`src/rtl/swdt_pkg.sv`:
```
package swdt_pkg;
  typedef enum logic [3:0] {
    ST_RESET, ST_IDLE, ST_REQ, ST_TRN_REQ, ST_ACK,
    ST_RDATA, ST_TRN_WR, ST_WDATA, ST_TRN_END
  } swdt_state_e;

  // acknowledge codes, bit 0 goes out first
  localparam logic [2:0] ACK_OK    = 3'b001;
  localparam logic [2:0] ACK_WAIT  = 3'b010;
  localparam logic [2:0] ACK_FAULT = 3'b100;

  typedef struct packed {
    logic       ap;
    logic       rnw;
    logic [1:0] addr;
  } swdt_req_t;
endpackage

```
`src/rtl/swdt_line_mon.sv`:
```
module swdt_line_mon #(
  parameter int RESET_HIGH = 50
) (
  input  logic clk,
  input  logic rst,
  input  logic line,
  output logic line_rst
);
  localparam int HW = $clog2(RESET_HIGH + 1);
  localparam logic [HW-1:0] LIMIT = HW'(RESET_HIGH);

  logic [HW-1:0] hicnt;

  always_ff @(posedge clk) begin
    if (rst || !line) hicnt <= '0;
    else if (hicnt != LIMIT) hicnt <= hicnt + 1'b1;
  end

  // fires on the sample that makes the run longer than RESET_HIGH
  assign line_rst = line && (hicnt == LIMIT);

  assert_run_high_R2: assert property (@(posedge clk) disable iff (rst)
    $rose(line_rst) |-> $past(line));
endmodule

```
`src/rtl/swdt_req_dec.sv`:
```
module swdt_req_dec
  import swdt_pkg::*;
(
  input  logic [7:0] word,
  output logic       ok,
  output swdt_req_t  req
);
  always_comb begin
    req.ap   = word[1];
    req.rnw  = word[2];
    req.addr = {word[4], word[3]};
    ok = word[0] && (word[5] == ^word[4:1]) && !word[6] && word[7];
  end
endmodule

```
`src/rtl/swd_target_engine.sv`:
```
module swd_target_engine
  import swdt_pkg::*;
#(
  parameter logic [31:0] ID_VALUE   = 32'h2BA01477,
  parameter int          RESET_HIGH = 50,
  parameter int          DW         = 32
) (
  input  logic          clk,
  input  logic          rst,
  input  logic          swd_in,
  output logic          swd_out,
  output logic          swd_oe,
  input  logic          reg_ready,
  input  logic [DW-1:0] reg_rdata,
  output logic          reg_rd,
  output logic          reg_wr,
  output logic          reg_ap,
  output logic [1:0]    reg_addr,
  output logic [DW-1:0] reg_wdata,
  output logic          err_sticky
);
  localparam int CW = $clog2(DW + 2);
  localparam logic [CW-1:0] LAST = CW'(DW);
  localparam logic [DW-1:0] ID_W = DW'(ID_VALUE);

  swdt_state_e st;
  logic [CW-1:0] bcnt;
  logic [6:0]    rsh;
  logic [DW:0]   dsh;
  logic [2:0]    ack, nxt_ack;
  logic          locked, is_id, rnw_q, low1, line_rst, dec_ok, id_hit;
  logic [7:0]    word;
  logic [DW:0]   wfull;
  swdt_req_t     dq;

  assign word  = {swd_in, rsh};
  assign wfull = {swd_in, dsh[DW:1]};

  swdt_line_mon #(.RESET_HIGH(RESET_HIGH)) u_mon (
    .clk(clk), .rst(rst), .line(swd_in), .line_rst(line_rst));

  swdt_req_dec u_dec (.word(word), .ok(dec_ok), .req(dq));

  always_comb begin
    id_hit = !dq.ap && dq.rnw && (dq.addr == 2'd0);
    if (locked && !id_hit)        nxt_ack = ACK_FAULT;
    else if (!id_hit && !reg_ready) nxt_ack = ACK_WAIT;
    else                          nxt_ack = ACK_OK;
  end

  always_ff @(posedge clk) begin
    if (rst) begin
      st <= ST_RESET; bcnt <= '0; rsh <= '0; dsh <= '0; ack <= '0;
      locked <= 1'b1; is_id <= 1'b0; rnw_q <= 1'b0; low1 <= 1'b0;
      swd_out <= 1'b0; swd_oe <= 1'b0; reg_rd <= 1'b0; reg_wr <= 1'b0;
      reg_ap <= 1'b0; reg_addr <= '0; reg_wdata <= '0; err_sticky <= 1'b0;
    end else begin
      reg_rd <= 1'b0;
      reg_wr <= 1'b0;
      if (line_rst) begin
        st <= ST_RESET; locked <= 1'b1; low1 <= 1'b0;
        swd_oe <= 1'b0; swd_out <= 1'b0;
      end else begin
        case (st)
          ST_RESET: begin
            if (swd_in) low1 <= 1'b0;
            else if (low1) begin st <= ST_IDLE; low1 <= 1'b0; end
            else low1 <= 1'b1;
          end
          ST_IDLE: if (swd_in) begin
            st <= ST_REQ; rsh <= word[7:1]; bcnt <= CW'(1);
          end
          ST_REQ: begin
            rsh  <= word[7:1];
            bcnt <= bcnt + 1'b1;
            if (bcnt == CW'(7)) begin
              if (dec_ok) begin
                st <= ST_TRN_REQ; reg_ap <= dq.ap; reg_addr <= dq.addr;
                rnw_q <= dq.rnw; is_id <= id_hit; ack <= nxt_ack;
                reg_rd <= (nxt_ack == ACK_OK) && dq.rnw && !id_hit;
              end else begin
                st <= ST_IDLE;
              end
            end
          end
          ST_TRN_REQ: begin
            st <= ST_ACK; swd_oe <= 1'b1; swd_out <= ack[0]; bcnt <= '0;
            dsh <= is_id ? {^ID_W, ID_W} : {^reg_rdata, reg_rdata};
          end
          ST_ACK: begin
            bcnt <= bcnt + 1'b1;
            if (bcnt == '0) swd_out <= ack[1];
            else if (bcnt == CW'(1)) swd_out <= ack[2];
            else begin
              bcnt <= '0;
              if (ack == ACK_OK && rnw_q) begin
                st <= ST_RDATA; swd_out <= dsh[0]; dsh <= dsh >> 1;
                if (is_id) locked <= 1'b0;
              end else if (ack == ACK_OK) begin
                st <= ST_TRN_WR; swd_oe <= 1'b0;
              end else begin
                st <= ST_TRN_END; swd_oe <= 1'b0;
              end
            end
          end
          ST_RDATA: begin
            bcnt <= bcnt + 1'b1;
            if (bcnt == LAST) begin
              st <= ST_TRN_END; swd_oe <= 1'b0;
            end else begin
              swd_out <= dsh[0]; dsh <= dsh >> 1;
            end
          end
          ST_TRN_WR: begin st <= ST_WDATA; bcnt <= '0; end
          ST_WDATA: begin
            dsh  <= wfull;
            bcnt <= bcnt + 1'b1;
            if (bcnt == LAST) begin
              st <= ST_IDLE;
              if (^wfull == 1'b0) begin
                reg_wr <= 1'b1; reg_wdata <= wfull[DW-1:0];
              end else begin
                err_sticky <= 1'b1;
              end
            end
          end
          ST_TRN_END: st <= ST_IDLE;
          default: st <= ST_RESET;
        endcase
      end
    end
  end

  assert_quiet_request_R4: assert property (@(posedge clk) disable iff (rst)
    (st == ST_IDLE || st == ST_REQ || st == ST_RESET) |-> !swd_oe);
  assert_trn_release_R5: assert property (@(posedge clk) disable iff (rst)
    (st == ST_TRN_REQ) |-> !swd_oe);
  assert_ack_driven_R5: assert property (@(posedge clk) disable iff (rst)
    (st == ST_ACK) |-> swd_oe);
  assert_relock_R2: assert property (@(posedge clk) disable iff (rst)
    line_rst |=> (locked && st == ST_RESET && !swd_oe));
  assert_locked_no_write_R6: assert property (@(posedge clk) disable iff (rst)
    reg_wr |-> !locked);
  assert_err_kept_R9: assert property (@(posedge clk) disable iff (rst)
    !$past(rst) |-> !$fell(err_sticky));
  assert_strobes_apart_R8: assert property (@(posedge clk) disable iff (rst)
    !(reg_rd && reg_wr));
endmodule

```
`config.mk`:
```
export PLATFORM = sky130hd
export DESIGN_NAME = swd_target_engine
export DESIGN_NICKNAME = d
export VERILOG_FILES = /design/src/rtl/swdt_pkg.sv /design/src/rtl/swdt_line_mon.sv /design/src/rtl/swdt_req_dec.sv /design/src/rtl/swd_target_engine.sv
export SDC_FILE = /design/constraint.sdc
export NUM_CORES = 1
export LEC_CHECK = 0
export ABC_CLOCK_PERIOD_IN_PS = 5200
export BUFFER_PORTS_ARGS = -buffer_cell sky130_fd_sc_hd__buf_2
export CORE_AREA = 2 2 108 110
export DETAILED_ROUTE_END_ITERATION = 10
export DIE_AREA = 0 0 110 112
export PLACE_DENSITY = 0.81
export SYNTH_ARGS = -nofsm -noshare
export SYNTH_HDL_FRONTEND = slang
export SYNTH_HIERARCHICAL = 1
export SYNTH_SLANG_ARGS = --single-unit
```
`constraint.sdc`:
```
create_clock -name clk -period 5.2 [get_ports clk]
set_clock_uncertainty 0.05 [all_clocks]
set_input_delay 0.26 -clock clk [delete_from_list [all_inputs] [get_ports clk]]
set_output_delay 0.26 -clock clk [all_outputs]
set_load 0.02 [all_outputs]
```
==> flow_summary.yaml <==
setup_path:
  setup.reg_to_reg.worst_slack_ns: 2.32
  critPathArrivalTime_ns: 3.03
  endpoint: "dsh[8]$_SDFFE_PP0P_"
  rr_worst_depth: 9
  critPathCaptureType: "flop"
  critPathMaxStageDelay_ns: 0.68
  path_class: "reg -> reg"
  crit_start: "u_mon/hicnt[0]$_SDFFE_PP0P_"
  worstPathRequired_ns: 5.35
  crit_fanout: 22
  slowest_stage: "nand3_1"
  start_kind: "flop"
  r2r-end: "dsh[8]$_SDFFE_PP0P_"
  r2r_start: "u_mon/hicnt[0]$_SDFFE_PP0P_"
  crit_chain: "inv_1 > ha_1 > and4bb_4 > and3_1 > nor2_1 > nand3_1 > buf_4 > a211oi_1 > nor3_1"
logic_synthesis:
  syn_inst: 650
  synthAdderAreaFrac_pct: 1.14
  synth.top_cell.area_share_pct: 37.7
  ys_ff_latch: 103
  yosysWarnings: 6
  synth_top_family_by_area: "simple AND/OR/NAND/NOR gates"
  synthMuxAreaShare_pct: 2.03
  synth_edf_count: 0
  post_synth.cell_area_avg_um2: 8.43
  yosys.area.top_type: "dfxtp_1"
  synth_nets: 691
  synth_xor_area_share_pct: 13.6
  yosys-top-cells-area: "dfxtp_1 (38%), xnor2_1 (8.2%), a21oi_1 (6.4%)"
  syn_area_um2: 5480
  synthSimpleGateAreaFrac_pct: 22.6
  synthArstFlopShare_pct: 0
  ys_types: 58
  synth-main-ff-cell: "dfxtp_1"
  yosysSeqAreaShare_pct: 37.7
  synth_compound_area_share_pct: 16.7
floorplan:
  die_h_um: 112
  rows: 39
  die-area_um2: 12300
  initial_core_util_pct: 49.0
  core_area_um2: 11200
  boundaryPins: 76
  die_x_um: 110
timing:
  finalHoldViolCount: 0
  rsz0062_at_grt: "false"
  setup_viol: 0
  worst_pin_slew_ns: 1.18
  fin_crit_ns: 2.88
  setup_tns_ns: 0
  fmax_mhz: 348
  finalMaxSlewViolations: 0
  period_share_pct: 55.3
  max-slew-margin-rel_pct: 21.6
status:
  status: "completed"
placed_design:
  numPortBuffers: 75
  hpwl_um: 8880
  gp_congestion: 0.903
route:
  ant_nets: 0
  viasPerCell: 5.69
  drt-total-wl_um: 13100
  wl_met2_um: 6240
  drc: 0
  met1_length_um: 5660
  wl_per_cell_um: 15.7
  num_vias: 4742
  drt_iter0_drc: 400
  top_layer_used: "met4"
  drt_first_pass_iters: 5
  route.met3.wl_um: 925
power:
  power_mw: 1.78
  sw_frac_of_total_pct: 27.0
  seqPwrFrac_pct: 45.8
  p_leak_nw: 2.21
  p_comb_share_pct: 15.7
  p_sw_mw: 0.481
  ir_drop_mv: 0.235
  internal_power_mw: 1.30
  p_clk_share_pct: 38.5
  power_density_nw_per_um2: 294
finish:
  final_cell_mix: "dfxtp_1 (103), buf_2 (75), a21oi_1 (70)"
  final_common_cell: "dfxtp_1"
  layout.nets: 726
  antenna_cells: 0
  area_delta_synth_final_pct: 10.5
  drive_gt1_share_pct: 16.4
clock_tree:
  clkSlewWorstSetupHoldPaths_ns: 0.07
  cts_tree: "yes"
  clock_sinks: 103
  cts_buffers: 9
  clock_latency_ns: 0.35
  cts_hold_buf: 0
  clock-root-buffer: "clkbuf_16"
  cts.path.max_buffers: 2
  cts_resized: 0
  htree_levels: 3
  postCtsSetupBuffers: 0
grt:
  antenna_found_initial: 0
  grt_pass1_wl_um: 21400
  grt_max_degree: 87
  grtUsageTotal_pct: 21.6
  grt.overflow.total: 0
  grt_pass1_vias: 4403
worst_hold_path:
  hp-class: "in -> reg"
run:
  maxCapViolCount: 0
==> worst min-delay path by stage <==
stage | start | slack (ns) | depth (start not counted) | end
global placement | reg_addr[1]$_SDFFE_PP0P_ | 0.39 | 2 | reg_addr[1]$_SDFFE_PP0P_
finish | reg_ready | 0.18 | 3 | reg_rd$_SDFF_PP0_
floorplan | reg_ready | 0.36 | 2 | reg_rd$_SDFF_PP0_
detailed placement | reg_addr[1]$_SDFFE_PP0P_ | 0.41 | 2 | reg_addr[1]$_SDFFE_PP0P_
CTS | reg_ready | 0.17 | 3 | reg_rd$_SDFF_PP0_
global route | reg_ready | 0.19 | 3 | reg_rd$_SDFF_PP0_
==> layer usage <==
layer / global-route usage [%] / vias up
met4: 5.74 / 0
met1: 28.3 / 2213
met5: 0 / -
met3: 5.68 / 27
met2: 35.1 / 157
li1: - / 2345
==> power by group through the flow <==
stage	registers, mW	clock network [mW]	logic [mW]
2_1_floorplan	0.822	0	0.250
3_3_place_gp	0.831	0	0.273
3_5_place_dp	0.832	0	0.278
4_1_cts	0.814	0.696	0.280
5_1_grt	0.816	0.721	0.303
6_report	0.814	0.686	0.280
==> flip-flops by register name (all words and copies together), names as in the netlist <==
signal / flops
dsh: 33
reg_wdata: 32
rsh: 7
bcnt: 6
u_mon/hicnt: 6
st: 4
ack: 3
reg_addr: 2
err_sticky: 1
is_id: 1
locked: 1
low1: 1
reg_ap: 1
reg_rd: 1
reg_wr: 1
rnw_q: 1
swd_oe: 1
swd_out: 1
==> layout make-up <==
cell class,instances,area [um2]
Multi-Input combinational cell,484,3070
Timing Repair Buffer,80,413
Tap cell,143,179
Clock inverter,5,57.6
Clock buffer,11,243
Fill cell,1017,5120
Inverter,7,26.3
Sequential cell,103,2060
==> cell usage after synthesis, types with 2 or more instances <==
| cell | n |
|---|---|
| nand2_1 | 41 |
| inv_1 | 7 |
| ha_1 | 5 |
| o211ai_1 | 14 |
| buf_4 | 4 |
| buf_6 | 7 |
| nand3_1 | 43 |
| o21ai_1 | 28 |
| xnor2_2 | 3 |
| xnor2_4 | 2 |
| a31oi_1 | 2 |
| o21ai_0 | 15 |
| clkbuf_1 | 30 |
| nor3b_1 | 24 |
| buf_1 | 3 |
| dfxtp_1 | 103 |
| nor2b_1 | 2 |
| xor2_1 | 12 |
| o22ai_1 | 3 |
| nor3_1 | 30 |
| mux2i_1 | 10 |
| or2_2 | 4 |
| a211oi_1 | 19 |
| a21boi_0 | 2 |
| nand4_1 | 4 |
| nor4_1 | 3 |
| nand2b_1 | 3 |
| and3_1 | 3 |
| xnor2_1 | 51 |
| or3_1 | 18 |
| nor2_1 | 47 |
| nand3b_1 | 5 |
| a21oi_1 | 70 |
| dlygate4sd3_1 | 2 |
| buf_2 | 8 |
==> worst max-delay path: cells and delay by family (launching register included) <==
kind	cells	cell delay (ns)
buf+inv	2	0.53
simple gates	5	1.40
fa+ha+maj	1	0.20
compound gates	1	0.19
flops	1	0.35
==> metrics by stage <==
step                      hold slack (ns)  instance area [um2]  worst slack (ns)  std cells  util, %
after detailed placement            0.408                 5750              2.40        817     51.5
after CTS                           0.174                 6050              2.38        833     54.2
final                               0.184                 6050              2.32        833     54.2
after global placement              0.389                 5750              2.44        817     51.5
after floorplan                     0.363                 5480              2.91        650        -
after global routing                0.190                 6050              2.05        833     54.2
==> cell families after synthesis <==
| kind of cell | Yosys count |
|---|---|
| xor gates and xnor gates | 72 |
| and+or+nand+nor | 237 |
| adders and majority gates | 5 |
| buffers and inverters | 63 |
| AOI/OAI and AO/OA | 159 |
| muxes | 11 |
| DFF | 103 |
(Power assumes the default switching activity.)
